### src/rtl/rec_pkg.sv
package rec_pkg;
  localparam int unsigned ST_W     = 8;
  localparam int unsigned ST_START = 0;
  localparam int unsigned ST_WRAP  = 1;

  typedef enum logic [1:0] {
    S_IDLE = 2'd0,
    S_RUN  = 2'd1,
    S_FULL = 2'd2
  } cap_state_e;
endpackage

### src/rtl/tick_div.sv
module tick_div #(
  parameter int unsigned DIV = 8
) (
  input  logic clk_i,
  input  logic rst_ni,
  output logic tick_o
);
  localparam int unsigned CW = (DIV > 2) ? $clog2(DIV) : 1;

  logic [CW-1:0] cnt_q;

  assign tick_o = (cnt_q == CW'(DIV - 1));

  always_ff @(posedge clk_i or negedge rst_ni) begin
    if (!rst_ni)     cnt_q <= '0;
    else if (tick_o) cnt_q <= '0;
    else             cnt_q <= cnt_q + CW'(1);
  end

  // strobe never lasts two clocks
  a_r1_tick_single: assert property (@(posedge clk_i) disable iff (!rst_ni)
    tick_o |=> !tick_o);
endmodule

### src/rtl/chan_sync.sv
module chan_sync #(
  parameter int unsigned W      = 8,
  parameter int unsigned STAGES = 2
) (
  input  logic         clk_i,
  input  logic         rst_ni,
  input  logic [W-1:0] d_i,
  output logic [W-1:0] q_o
);
  for (genvar g = 0; g < W; g++) begin : g_ch
    logic [STAGES-1:0] sh_q;
    always_ff @(posedge clk_i or negedge rst_ni) begin
      if (!rst_ni) sh_q <= '0;
      else         sh_q <= {sh_q[STAGES-2:0], d_i[g]};
    end
    assign q_o[g] = sh_q[STAGES-1];
  end
endmodule

### src/rtl/change_det.sv
module change_det #(
  parameter int unsigned W = 8
) (
  input  logic         clk_i,
  input  logic         rst_ni,
  input  logic [W-1:0] cur_i,
  input  logic         store_i,
  output logic         differ_o
);
  logic [W-1:0] last_q;

  always_ff @(posedge clk_i or negedge rst_ni) begin
    if (!rst_ni)      last_q <= '0;
    else if (store_i) last_q <= cur_i;
  end

  assign differ_o = (cur_i != last_q);

  // a stored level set becomes the reference
  a_r4_ref_updates: assert property (@(posedge clk_i) disable iff (!rst_ni)
    (store_i && $stable(cur_i)) |=> !differ_o);
endmodule

### src/rtl/rec_ctrl.sv
module rec_ctrl
  import rec_pkg::*;
#(
  parameter int unsigned CH_W   = 8,
  parameter int unsigned TS_W   = 16,
  parameter int unsigned ADDR_W = 18
) (
  input  logic                          clk_i,
  input  logic                          rst_ni,
  input  logic                          start_i,
  input  logic                          stop_i,
  input  logic                          clear_i,
  input  logic                          tick_i,
  input  logic                          differ_i,
  input  logic [CH_W-1:0]               samp_i,
  output logic                          store_o,
  output logic                          we_o,
  output logic [ADDR_W-1:0]             addr_o,
  output logic [CH_W+TS_W+ST_W-1:0]     wdata_o,
  output logic                          running_o,
  output logic                          full_o,
  output logic [ADDR_W:0]               count_o
);
  localparam int unsigned REC_W = CH_W + TS_W + ST_W;
  localparam int unsigned CNT_W = ADDR_W + 1;
  localparam logic [CNT_W-1:0] DEPTH = CNT_W'(1) << ADDR_W;

  cap_state_e        state_q;
  logic              first_q;
  logic [TS_W-1:0]   ts_q;
  logic [CNT_W-1:0]  ptr_q;
  logic              we_q;
  logic [ADDR_W-1:0] addr_q;
  logic [REC_W-1:0]  data_q;

  logic             wrap;
  logic             last_slot;
  logic [ST_W-1:0]  status;

  assign wrap      = (ts_q == '1);
  assign last_slot = (ptr_q == DEPTH - CNT_W'(1));
  assign store_o   = (state_q == S_RUN) && !clear_i && !stop_i && tick_i
                     && (first_q || differ_i || wrap);

  always_comb begin
    status           = '0;
    status[ST_START] = first_q;
    status[ST_WRAP]  = wrap;
  end

  always_ff @(posedge clk_i or negedge rst_ni) begin
    if (!rst_ni) begin
      state_q <= S_IDLE;
      first_q <= 1'b0;
      ts_q    <= '0;
      ptr_q   <= '0;
      we_q    <= 1'b0;
      addr_q  <= '0;
      data_q  <= '0;
    end else begin
      we_q <= store_o;
      if (store_o) begin
        addr_q  <= ptr_q[ADDR_W-1:0];
        data_q  <= {status, ts_q, samp_i};
        ptr_q   <= ptr_q + CNT_W'(1);
        first_q <= 1'b0;
      end
      if (clear_i) begin
        state_q <= S_IDLE;
        ptr_q   <= '0;
      end else begin
        unique case (state_q)
          S_IDLE: if (start_i) begin
            state_q <= S_RUN;
            first_q <= 1'b1;
            ts_q    <= '0;
          end
          S_RUN: begin
            if (stop_i) state_q <= S_IDLE;
            else if (tick_i) begin
              ts_q <= ts_q + TS_W'(1);
              if (store_o && last_slot) state_q <= S_FULL;
            end
          end
          default: ;
        endcase
      end
    end
  end

  assign we_o      = we_q;
  assign addr_o    = addr_q;
  assign wdata_o   = data_q;
  assign running_o = (state_q == S_RUN);
  assign full_o    = (state_q == S_FULL);
  assign count_o   = ptr_q;

  // every write advances the count by one
  a_r6_count_step: assert property (@(posedge clk_i) disable iff (!rst_ni)
    we_q |-> (ptr_q == $past(ptr_q) + CNT_W'(1)));
  // written address is the pre-write count
  a_r6_addr_match: assert property (@(posedge clk_i) disable iff (!rst_ni)
    we_q |-> (addr_q == $past(ptr_q[ADDR_W-1:0])));
  // full only with every slot used
  a_r7_full_count: assert property (@(posedge clk_i) disable iff (!rst_ni)
    full_o |-> (ptr_q == DEPTH));
  // wrap flag only at all-ones timestamp
  a_r5_wrap_ts: assert property (@(posedge clk_i) disable iff (!rst_ni)
    (we_q && data_q[CH_W+TS_W+ST_WRAP]) |-> (data_q[CH_W +: TS_W] == '1));
  // start marker carries timestamp zero
  a_r3_start_ts: assert property (@(posedge clk_i) disable iff (!rst_ni)
    (we_q && data_q[CH_W+TS_W+ST_START]) |-> (data_q[CH_W +: TS_W] == '0));
  // stop halts capture and writing
  a_r8_stop_halts: assert property (@(posedge clk_i) disable iff (!rst_ni)
    (running_o && stop_i && !clear_i) |=> (!running_o && !we_q));
  // clear empties the count
  a_r9_clear: assert property (@(posedge clk_i) disable iff (!rst_ni)
    clear_i |=> (ptr_q == '0 && !running_o && !full_o));
endmodule

### src/rtl/trans_recorder.sv
module trans_recorder
  import rec_pkg::*;
#(
  parameter int unsigned CH_W   = 8,
  parameter int unsigned TS_W   = 16,
  parameter int unsigned ADDR_W = 18,
  parameter int unsigned DIV    = 8,
  parameter int unsigned SYNC_N = 2
) (
  input  logic                       clk_i,
  input  logic                       rst_ni,
  input  logic [CH_W-1:0]            chan_i,
  input  logic                       start_i,
  input  logic                       stop_i,
  input  logic                       clear_i,
  output logic                       sample_tick_o,
  output logic                       mem_we_o,
  output logic [ADDR_W-1:0]          mem_addr_o,
  output logic [CH_W+TS_W+ST_W-1:0]  mem_wdata_o,
  output logic                       running_o,
  output logic                       full_o,
  output logic [ADDR_W:0]            rec_count_o
);
  logic            tick;
  logic [CH_W-1:0] samp;
  logic            store;
  logic            differ;

  tick_div #(.DIV(DIV)) i_div (
    .clk_i  (clk_i),
    .rst_ni (rst_ni),
    .tick_o (tick)
  );

  chan_sync #(.W(CH_W), .STAGES(SYNC_N)) i_sync (
    .clk_i  (clk_i),
    .rst_ni (rst_ni),
    .d_i    (chan_i),
    .q_o    (samp)
  );

  change_det #(.W(CH_W)) i_det (
    .clk_i    (clk_i),
    .rst_ni   (rst_ni),
    .cur_i    (samp),
    .store_i  (store),
    .differ_o (differ)
  );

  rec_ctrl #(.CH_W(CH_W), .TS_W(TS_W), .ADDR_W(ADDR_W)) i_ctrl (
    .clk_i     (clk_i),
    .rst_ni    (rst_ni),
    .start_i   (start_i),
    .stop_i    (stop_i),
    .clear_i   (clear_i),
    .tick_i    (tick),
    .differ_i  (differ),
    .samp_i    (samp),
    .store_o   (store),
    .we_o      (mem_we_o),
    .addr_o    (mem_addr_o),
    .wdata_o   (mem_wdata_o),
    .running_o (running_o),
    .full_o    (full_o),
    .count_o   (rec_count_o)
  );

  assign sample_tick_o = tick;
endmodule

### config.mk
export PLATFORM = sky130hd
export DESIGN_NAME = trans_recorder
export DESIGN_NICKNAME = d
export VERILOG_FILES = /design/src/rtl/rec_pkg.sv /design/src/rtl/tick_div.sv /design/src/rtl/chan_sync.sv /design/src/rtl/change_det.sv /design/src/rtl/rec_ctrl.sv /design/src/rtl/trans_recorder.sv
export SDC_FILE = /design/constraint.sdc
export NUM_CORES = 1
export LEC_CHECK = 0
export BUFFER_PORTS_ARGS = -buffer_cell sky130_fd_sc_hd__buf_4
export CAP_MARGIN = 20
export CORE_MARGIN = 3
export CORE_UTILIZATION = 50
export CTS_BUF_LIST = sky130_fd_sc_hd__clkbuf_16
export DETAILED_ROUTE_END_ITERATION = 10
export PLACE_DENSITY_LB_ADDON = 0.25
export SYNTH_ARGS = -nofsm -noshare
export SYNTH_HDL_FRONTEND = slang
export SYNTH_SLANG_ARGS = --single-unit
### constraint.sdc
create_clock -name clk_i -period 3.4 [get_ports clk_i]
set_clock_uncertainty 0.1 [all_clocks]
set_input_delay 0.34 -clock clk_i [delete_from_list [all_inputs] [get_ports clk_i]]
set_output_delay 0.34 -clock clk_i [all_outputs]
set_load 0.03 [all_outputs]
### After elaboration in Yosys (flattened, before gate mapping)

Cells that the tools add are included.

| storage, ports and cells | value |
|---|---|
| register bits after elaboration | 110 |
| bits of input ports | 13 |

| operators by class | value |
|---|---|
| $add $sub $neg | 3 |
| eq/ne operators | 12 |
| multiplexer cells | 17 |
| bitwise logic cells | 1 |
| reductions and logical operators | 15 |

Operator list:

| cell | number |
|---|---|
| 16-bit two-way mux | 3 |
| 19-bit two-way mux | 2 |
| 16-bit case mux with 2 select lines | 1 |
| 19-bit by 1-bit adder with 19-bit output (second input constant) | 1 |
| 19-bit by 18-bit == test with 1-bit output (second input constant) | 1 |
| 16-bit by 1-bit adder with 16-bit output (second input constant) | 1 |
| 16-bit == test (second input constant) | 1 |
| 2-bit two-way mux | 5 |
| 4-bit by 3-bit inequality test with 1-bit output (second input constant) | 2 |
| 8-bit inequality test | 1 |
| 1-bit logical AND | 5 |
| 5-bit AND reduction | 1 |
| 1-bit two-way mux | 4 |
| 2-bit inequality test (second input constant) | 2 |
| 2-bit case mux with 2 select lines | 1 |
| 4-bit AND reduction | 1 |
| 2-bit nonzero test | 2 |
| 3-bit by 1-bit adder with 3-bit output (second input constant) | 1 |
| 3-bit == test (second input constant) | 1 |
| 3-bit two-way mux | 1 |
| 3-bit inequality test (second input constant) | 1 |
| 3-bit nonzero test | 1 |
| 2-bit by 1-bit == test with 1-bit output (second input constant) | 1 |
| 2-bit == test (second input constant) | 1 |
| other kinds (5) | 7 |

### Logic depth before layout (Yosys ltp)

| logic depth | value |
|---|---|
| depth in word-level cells | 11 |
| mapped depth | 9 |

### Hierarchy

From an unflattened synthesis, not the netlist that was laid out.

| unflattened totals | value |
|---|---|
| cell total of the unflattened synthesis | 380 |
| area, all modules | 4,694.5 µm² |

By module, submodules not included:

| module | instances | cells each | area an instance (µm²) |
|---|---|---|---|
| rec_ctrl | 1 | 322 | 3,748.6 |
| chan_sync | 1 | 24 | 460.4 |
| change_det | 1 | 28 | 381.6 |
| tick_div | 1 | 6 | 103.8 |

### Worst setup path after synthesis

Ideal clock, no wire load.

| timing | value |
|---|---|
| kind | reg-to-reg |
| start point | reg i_div.cnt_q[0] |
| end point | reg i_ctrl.ptr_q[11] (netlist: i_ctrl.count_o[11]) |
| setup time | 0.127 ns |
| arrival | 2.504 ns |
| required time | 3.173 ns |
| path slack | 0.668 ns |
| cell stages (with the launch flop) | 10 |
| buffers on the path | 2 |
| period minus slack after synthesis | 2.732 ns |
| cell sequence | dfrtp_1 -> ha_1 -> ha_1 -> and3b_1 -> nand2_1 -> or4_4 -> buf_6 -> buf_6 -> a21oi_2 -> mux2_1 |

| between the ends | value |
|---|---|
| word-level cells in the longest chain between the ends | 4 |

RTL lines:

| element | line | RTL |
|---|---|---|
| start: declaration | tick_div.sv:10 | `logic [CW-1:0] cnt_q;` |
| start signal: assignment | tick_div.sv:17 | `else cnt_q <= cnt_q + CW'(1);` |
| 3-bit == test | tick_div.sv:12 | `assign tick_o = (cnt_q == CW'(DIV - 1));` |
| net sample_tick_o | trans_recorder.sv:16 | `output logic sample_tick_o,` |
| 1-bit logical AND | rec_ctrl.sv:42 | `assign store_o = (state_q == S_RUN) && !clear_i && !stop_i && tick_i` |
| 1-bit logical AND | rec_ctrl.sv:43 | `&& (first_q \|\| differ_i \|\| wrap);` |
| 2-bit nonzero test (no line) | n/a |  |
| end signal: assignment | rec_ctrl.sv:65 | `ptr_q <= ptr_q + CNT_W'(1);` |
| end: declaration | rec_ctrl.sv:31 | `logic [CNT_W-1:0] ptr_q;` |

The timed path passes the listed nets, and every way through them passes these cells.
A chain may end at the register's enable or synchronous reset.

### Worst setup path after layout

| timing | value |
|---|---|
| start point | reg i_div.cnt_q[0] |
| end point | reg i_ctrl.ptr_q[18] (netlist: i_ctrl.count_o[18]) |

| between the ends | value |
|---|---|
| word-level cells in the longest chain between the ends | 4 |

RTL lines:

| element | line |
|---|---|
| 3-bit == test | tick_div.sv:12 |
| 1-bit logical AND | rec_ctrl.sv:42 |
| 1-bit logical AND | rec_ctrl.sv:43 |
| 2-bit nonzero test (no line) | n/a |

No other way between the ends.

==> impl_metrics.yaml <==
global_route:
  grt_start_max_net_pins: 66
  grt_pass1_vias: 3158
  grt_pass1_wl_um: 15480
  overflow: 0
  antenna_found_initial: 0
  grt_use_total: 0.1915
sta:
  fmax_mhz: 365.6
  setup_viol: 0
  hold_viol: 0
  timing.final.crit_period_ns: 2.735
  worst-slew-pin-transition_ns: 0.7741
  maxSlewViolCount: 0
  relSlewSlack: 0.4821
  rsz0062_at_grt: "no"
  fin_ws_ns: 0.6648
  fin_tns_setup_ns: 0
  period_share: 0.8045
synthesis:
  yosys-top-cells-area: "dfrtp_1 57%, mux2_2 10%, xnor2_1 3.3%"
  synth_area_mm2: 0.004496
  seq_area_frac_synth: 0.5678
  netlist.area_leader.share: 0.5678
  avgSynthCellArea_um2: 12.02
  yosysTopAreaCell: "dfrtp_1"
  ys_types: 43
  synthCells: 374
  ys_seq_elements: 102
  ys_warn_count: 0
clock_tree:
  path_clk_slew_ns: 0.07
  clk_latency_ns: 0.34
  hold_buffers: 8
  cts_sinks: 102
  cts_tree: "built"
  numCtsBuffers: 9
  cts_buffer_depth: 2
  cts.root.buffer_cell: "clkbuf_16"
  cts_resized: 0
  cts_setup_buffers: 0
  htree_levels: 3
floorplan:
  rows: 33
  die_y_um: 100.8
  coreArea_mm2: 0.008464
  num_io_pins: 86
  fp.dieArea_mm2: 0.01016
  initial_utilization: 0.5311
  die_x_um: 100.8
pwr:
  ir_worst_vdd_mv: 0.2765
  p_per_area_mw_per_mm2: 443.6
  p_switching_w: 0.0005899
  seq_power_share: 0.507
  intPower_w: 0.001882
  netSwitchingFraction: 0.2386
  clkPwrFrac: 0.432
  p_leak_nw: 2.721
  p_comb_frac: 0.061
placement:
  dp_hpwl_um: 6167
  dp_worst_setup_slack_ns: 0.6962
  place_area_mm2: 0.005167
  placedCellCount: 546
  port_buffers: 79
  gp_congestion: 0.8208
critical_path:
  path_class: "reg2reg"
  worstPathMaxFanout: 23
  r2r_slack_ns: 0.66
  endpoint_kind: "flop"
  cp.required_ns: 3.52
  ff2ff_path_depth: 7
  crit-reg2reg-launch: "i_div.cnt_q[0]$_DFF_PN0_"
  reg2reg_to: "i_ctrl.count_o[18]$_DFFE_PN0P_"
  cp.arrival_ns: 2.86
  worstSetupStartpointType: "flop"
detailed_routing:
  drtIter0Drc: 99
  antenna_left: 0
  routed_wl_um: 8996
  drc: 0
  via_count: 3079
  firstDrtPassIters: 4
  viasPerCell: 5.392
  routedWlPerCell_um: 15.75
hold_path:
  hold_depth: 0
  min_to: "i_sync.g_ch[4].sh_q[1]$_DFF_PN0_"
  hold_class: "reg2reg"
  holdCritStartpoint: "i_sync.g_ch[4].sh_q[0]$_DFF_PN0_"
run_status:
  outcome: "finished, final reports clean"
layout:
  multi_input_area_mm2: 0.001814
  nFillCells: 641
  antenna-diode-count: 0
  final_area_mm2: 0.005573
  nets: 478
  drive_gt1_frac: 0.3391
  seq_area_mm2: 0.002552
  area_delta_synth_final_pct: 23.96
  fin_cells: 571
run:
  cap_violations: 0
==> power by group through the flow <==
stage | Sequential, W | Clock, W | Combinational (W)
global route | 0.00126 | 0.00115 | 0.000166
finish | 0.00125 | 0.00107 | 0.000150
floorplan | 0.00130 | 0 | 0.0000570
global placement | 0.00128 | 0 | 0.000142
detailed placement | 0.00128 | 0 | 0.000144
CTS | 0.00125 | 0.00109 | 0.000153
==> cell families (layout without fill, tap and decap cells) <==
| logic type | count (synthesis) | after routing | share of synthesized area |
|---|---|---|---|
| simple gates | 120 | 120 | 0.1439 |
| buf+inv | 30 | 117 | 0.03646 |
| fa+ha+maj | 4 | 4 | 0.01113 |
| mux | 54 | 54 | 0.1347 |
| other cells | 1 | 6 | 0.0008342 |
| flops | 102 | 102 | 0.5678 |
| xor+xnor | 18 | 18 | 0.03507 |
| compound gates | 45 | 45 | 0.07014 |
==> cell type report <==
class,count,area share
Clock buffer,9,0.04041
Clock inverter,7,0.01617
Inverter,9,0.006062
Multi-Input combinational cell,247,0.3256
Sequential cell,102,0.4580
Tap cell,105,0.02357
Timing Repair Buffer,92,0.1302
==> worst max-delay path by stage <==
stage	from	endpoint	slack, ns
3_3_place_gp	i_div.cnt_q[0]$_DFF_PN0_	i_ctrl.count_o[18]$_DFFE_PN0P_	0.80
6_report	i_div.cnt_q[0]$_DFF_PN0_	i_ctrl.count_o[18]$_DFFE_PN0P_	0.66
3_5_place_dp	i_div.cnt_q[0]$_DFF_PN0_	i_ctrl.count_o[18]$_DFFE_PN0P_	0.70
4_1_cts	i_div.cnt_q[0]$_DFF_PN0_	i_ctrl.count_o[18]$_DFFE_PN0P_	0.67
5_1_grt	i_div.cnt_q[0]$_DFF_PN0_	i_ctrl.count_o[18]$_DFFE_PN0P_	0.49
2_1_floorplan	i_div.cnt_q[0]$_DFF_PN0_	i_ctrl.count_o[11]$_DFFE_PN0P_	0.67
==> worst max-delay path: stages (launching register included) <==
cell	delay, ns
dfrtp_1	0.36
ha_1	0.16
ha_1	0.21
and3b_1	0.27
nand2_1	0.16
or4_4	0.77
a21oi_2	0.25
mux2_2	0.34
==> registers in the layout (all words and copies together), names as in the netlist <==
name and cells:
i_det.last_q 7, i_ctrl.ts_q 16, i_ctrl.count_o 19, i_ctrl.state_q 2, i_ctrl.addr_o 18, i_sync.g_ch.sh_q 16, i_ctrl.wdata_o 19, i_ctrl.first_q 1
i_div.cnt_q 3, i_ctrl.we_o 1
==> through the flow <==
stage                 util  total power (W)  hold slack, ns
CTS                 0.6572         0.002496      0.00003444
global placement    0.6105         0.001417          0.2300
detailed placement  0.6105         0.001421          0.2337
finish              0.6584         0.002472          0.2509
floorplan                -         0.001354        -0.05559
global route        0.6584         0.002569          0.2638
==> placed cells by master (no fill, tap or decap), types with 2 or more instances in the layout <==
cell	Yosys	final
a21o_1	2	2
a21oi_1	9	9
a21oi_2	12	12
a22o_1	2	2
and2_1	3	3
and3_1	2	2
buf_4	6	82
clkbuf_16	0	9
clkinv_4	0	3
conb_1	1	6
dfrtp_1	102	102
dlygate4sd3_1	0	9
ha_1	4	4
inv_1	9	9
inv_8	0	3
mux2_1	11	11
mux2_2	41	41
mux2i_1	2	2
nand2_1	14	14
nand3_1	16	16
nand4_1	11	11
nor2_1	33	33
nor2b_1	18	18
nor3_1	9	9
o21ai_0	13	13
or3_1	5	5
xnor2_1	17	17
==> per-layer routing <==
metal | GRT usage | wire length [µm] | vias to the layer above
met5 | 0 | 0 | -
met1 | 0.2580 | 4057 | 1530
met2 | 0.3043 | 4321 | 63
li1 | - | - | 1471
met3 | 0.04083 | 435 | 15
met4 | 0.07461 | 182 | 0
==> synthesized netlist by cell type, drive strengths merged <==
cell / n
xor2: 1
nor2: 34
a21boi: 1
or4: 1
conb: 1
or3: 5
ha: 4
o211ai: 1
o41a: 1
o2111ai: 1
o211a: 1
clkbuf: 7
mux2: 52
nand4: 12
o21ai: 13
and3: 2
inv: 9
o41ai: 1
and2: 3
xnor2: 17
buf: 14
a31oi: 1
nand2: 14
dfrtp: 102
nor2b: 18
nor3: 9
a22o: 2
a21oi: 21
and4: 2
nor4: 2
and3b: 1
mux2i: 2
a21o: 2
nand3: 16
nand2b: 1
No activity file was read; power rests on OpenSTA's default activity.
